File: src/rtl/decadePkg.sv
package decadePkg;
  typedef logic [3:0] bcd_t;

  localparam bcd_t TOP_CODE = 4'd9;

  typedef struct packed {
    logic stepEn;
    logic wrapNow;
  } digitStrobe_t;
endpackage

File: src/rtl/decadeDigit.sv
module decadeDigit
  import decadePkg::*;
#(
  parameter bcd_t RESET_CODE = 4'd0
) (
  input  logic clk,
  input  logic rst,
  input  logic stepEn,
  output bcd_t code,
  output logic atNine
);
  bcd_t toggleMask;

  always_comb begin
    toggleMask[0] = 1'b1;
    toggleMask[1] = ~code[3] & code[0];
    toggleMask[2] = code[1] & code[0];
    toggleMask[3] = (code[2] & code[1] & code[0]) | (code[3] & code[0]);
  end

  always_ff @(posedge clk) begin
    if (rst) code <= RESET_CODE;
    else     code <= code ^ (toggleMask & {4{stepEn}});
  end

  assign atNine = (code == TOP_CODE);
endmodule

File: src/rtl/decadeDatapath.sv
module decadeDatapath
  import decadePkg::*;
#(
  parameter int NUM_DIGITS = 2,
  parameter logic [4*NUM_DIGITS-1:0] INIT_CODE = '0
) (
  input  logic                          clk,
  input  logic                          rst,
  input  digitStrobe_t [NUM_DIGITS-1:0] strobes,
  output logic [4*NUM_DIGITS-1:0]       codes,
  output logic [NUM_DIGITS-1:0]         atNine
);
  for (genvar d = 0; d < NUM_DIGITS; d++) begin : gDigit
    bcd_t digitCode;
    decadeDigit #(.RESET_CODE(INIT_CODE[4*d +: 4])) uDigit (
      .clk   (clk),
      .rst   (rst),
      .stepEn(strobes[d].stepEn),
      .code  (digitCode),
      .atNine(atNine[d])
    );
    assign codes[4*d +: 4] = digitCode;
  end
endmodule

File: src/rtl/decadeControl.sv
module decadeControl
  import decadePkg::*;
#(
  parameter int NUM_DIGITS = 2
) (
  input  logic [NUM_DIGITS-1:0]         atNine,
  output digitStrobe_t [NUM_DIGITS-1:0] strobes,
  output logic [NUM_DIGITS-1:0]         ticks
);
  for (genvar d = 0; d < NUM_DIGITS; d++) begin : gChain
    if (d == 0) begin : gFirst
      assign strobes[d].stepEn = 1'b1;
    end else begin : gNext
      assign strobes[d].stepEn = strobes[d-1].wrapNow;
    end
    assign strobes[d].wrapNow = strobes[d].stepEn & atNine[d];
    assign ticks[d] = strobes[d].wrapNow;
  end
endmodule

File: src/rtl/decadeCascade.sv
module decadeCascade
  import decadePkg::*;
#(
  parameter int NUM_DIGITS = 2,
  parameter logic [4*NUM_DIGITS-1:0] INIT_CODE = '0
) (
  input  logic                    clk,
  input  logic                    rst,
  output logic [4*NUM_DIGITS-1:0] countOut,
  output logic [NUM_DIGITS-1:0]   stageTick
);
  digitStrobe_t [NUM_DIGITS-1:0] strobes;
  logic [NUM_DIGITS-1:0]         atNine;

  decadeControl #(.NUM_DIGITS(NUM_DIGITS)) uCtl (
    .atNine (atNine),
    .strobes(strobes),
    .ticks  (stageTick)
  );

  decadeDatapath #(.NUM_DIGITS(NUM_DIGITS), .INIT_CODE(INIT_CODE)) uPath (
    .clk    (clk),
    .rst    (rst),
    .strobes(strobes),
    .codes  (countOut),
    .atNine (atNine)
  );
endmodule

File: config.mk
export PLATFORM = sky130hd
export DESIGN_NAME = decadeCascade
export DESIGN_NICKNAME = d
export VERILOG_FILES = /design/src/rtl/decadePkg.sv /design/src/rtl/decadeDigit.sv /design/src/rtl/decadeDatapath.sv /design/src/rtl/decadeControl.sv /design/src/rtl/decadeCascade.sv
export SDC_FILE = /design/constraint.sdc
export NUM_CORES = 1
export LEC_CHECK = 0
export ABC_AREA = 1
export BUFFER_PORTS_ARGS = -buffer_cell sky130_fd_sc_hd__buf_2
export CORE_AREA = 2 2 39 41
export DETAILED_ROUTE_END_ITERATION = 16
export DIE_AREA = 0 0 41 43
export PLACE_DENSITY = 0.5
export SYNTH_ARGS = -nofsm -noshare
export SYNTH_HDL_FRONTEND = slang
export SYNTH_HIERARCHICAL = 1
export SYNTH_SLANG_ARGS = --single-unit
export TNS_END_PERCENT = 50
File: constraint.sdc
create_clock -name clk -period 1.8 [get_ports clk]
set_input_delay 0.09 -clock clk [delete_from_list [all_inputs] [get_ports clk]]
set_output_delay 0.09 -clock clk [all_outputs]
set_load 0.01 [all_outputs]
==> impl_metrics.toml <==
[status]
outcome = "complete, no violations"

[clocking]
cts_hold_buffers = 0
clock_sinks = 8
clock_latency_ns = 0.25
cts_buffers = 3
cts_setup_buffers = 0
cts-root-buf = "clkbuf_4"
cts_max_level = 1
cts_tree = "done"
clk_path_buf_depth = 2
cts.clk_slew.worst_paths_ns = 0.05
cts.repair.resized = 0

[layout]
fin_nets = 76
drive_gt1_share_pct = 26.39
largest_register_ffs = 8
syn2layout_area_growth_pct = 18.58
num_antenna_cells = 0
top_regs = "uPath/gDigit.uDigit/code: 8 flops"
regMostFlops = "uPath/gDigit.uDigit/code"
stdcell_area_sq_um = 479.2
num-fill-cells = 169

[drt]
ant_nets = 0
routed_wl_um = 816
wl_per_cell_um = 9.273
drt_first_pass_iters = 4
drc_errors = 0
routed-via-count = 402
drt_iter0_markers = 14
via_per_inst = 4.568

[timing]
tns_ns = 0
fmax_mhz = 710.8
hold-worst-slack_ns = 0.1391
rsz0062_at_grt = "false"
slew_violations = 0
hold_viol = 0
skew_ns = 0.001308
setup_viol = 0
post-route-period-util_pct = 78.16
min_period_ns = 1.407

[floorplanning]
core_area_sq_um = 1384
num_io_pins = 12
start_util_pct = 29.20
fp.dieArea_sq_um = 1763
die_height_um = 43
num_rows = 14
die_w_um = 41

[global_routing]
grt_pass1_vias = 325
grt_pass1_wl_um = 1338
grt_usage_pct = 11.43
antenna_found_initial = 0
grt.overflow.total = 0
grt_max_degree = 9

[critical_path]
crit_required_ns = 1.71
arrival_ns = 1.32
cpMostUsedCell = "nand2_1"
criticalPathCategory = "flip-flop to primary output"
cp-end-kind = "primary output"
crit_chain = "nand2_1 -> nor3_1 -> buf_4 -> nand2_1 -> inv_1 -> buf_2"
cp_slowest_cell = "dfxtp_1"
startpoint_type = "flip-flop"
max_stage_delay_ns = 0.46
path_max_fanout = 8

[flow_run]
drv_cap = 0

[synthesis]
netlist_area_sq_um = 404.1
syn_area_per_cell_sq_um = 6.625
syn_inst = 61
synth.net_count = 63
ys_warn_count = 6

[hold_path]
hp-class = "input pin to flip-flop"

[placement]
place_hpwl_um = 587.7
portBuffers = 11
place_congestion = 0.6181
dpl_cell_area_sq_um = 456.7

[pwr]
powerDensity_nw_per_um2 = 719.3
cellLeakagePower_nw = 0.2503
peakVddDrop_mv = 0.2869
[worst max-delay path: cells and delay by family (launching register included)]
kind	cells	cell delay [ns]
buffers and inverters	3	0.34
flip-flops	1	0.46
AND/OR/NAND/NOR	3	0.27
[path summary, 6_finish.rpt]
kind | startpoint | end | slack, ns | depth (start not counted)
worst max-delay path | uPath/gDigit[0].uDigit/code[0]$_SDFF_PP0_ | stageTick[1] | 0.39 | 6
worst min-delay path | rst | uPath/gDigit[0].uDigit/code[1]$_SDFF_PP0_ | 0.14 | 4
worst max register to register | uPath/gDigit[0].uDigit/code[0]$_SDFF_PP0_ | uPath/gDigit[1].uDigit/code[3]$_SDFF_PP0_ | 0.59 | 5
worst min register to register | uPath/gDigit[0].uDigit/code[2]$_SDFF_PP0_ | uPath/gDigit[0].uDigit/code[2]$_SDFF_PP0_ | 0.55 | 4
[cells in the final DEF, fill, tap and decap left out, types with 2 or more instances in the layout]
master,instances
nand4_1,4
a21oi_1,2
nand2_2,2
clkbuf_4,3
inv_1,9
nor2_1,10
nand2_1,13
nor2_2,2
nor3_1,2
dfxtp_1,8
buf_2,11
nand3_1,4
[area by class of cell]
type                            instances  area (sq um)  share of cell area [%]
Tap cell                               16         20.02                   4.178
Inverter                                9         33.78                   7.050
Clock buffer                            3         22.52                   4.700
Sequential cell                         8         160.2                   33.42
Timing Repair Buffer                   12         62.56                   13.05
Multi-Input combinational cell         40         180.2                   37.60
[report_power, final]
group / switching, W / internal [W]
combinational: 0.0000132 / 0.00000869
clock: 0.0000593 / 0.0000762
sequential: 0.00000638 / 0.000181
total: 0.0000789 / 0.000266
[routing by layer]
| metal | routed length (um) | track usage [%] |
|---|---|---|
| met1 | 381 | 14.10 |
| met5 | 0 | 0 |
| met2 | 366 | 15.31 |
| met4 | 10 | 6.000 |
| met3 | 58 | 6.283 |
[metrics by stage]
step	power, W	setup slack (ns)	instances	util [%]
after detailed placement	0.0002128	0.6079	85	33.00
after global placement	0.0002130	0.6324	85	33.00
after global routing	0.0003663	0.2819	88	34.63
after CTS	0.0003547	0.3746	88	34.63
after floorplan	0.0002069	0.5207	61	-
final	0.0003447	0.3932	88	34.63
Power figures use the tool's default switching activity.
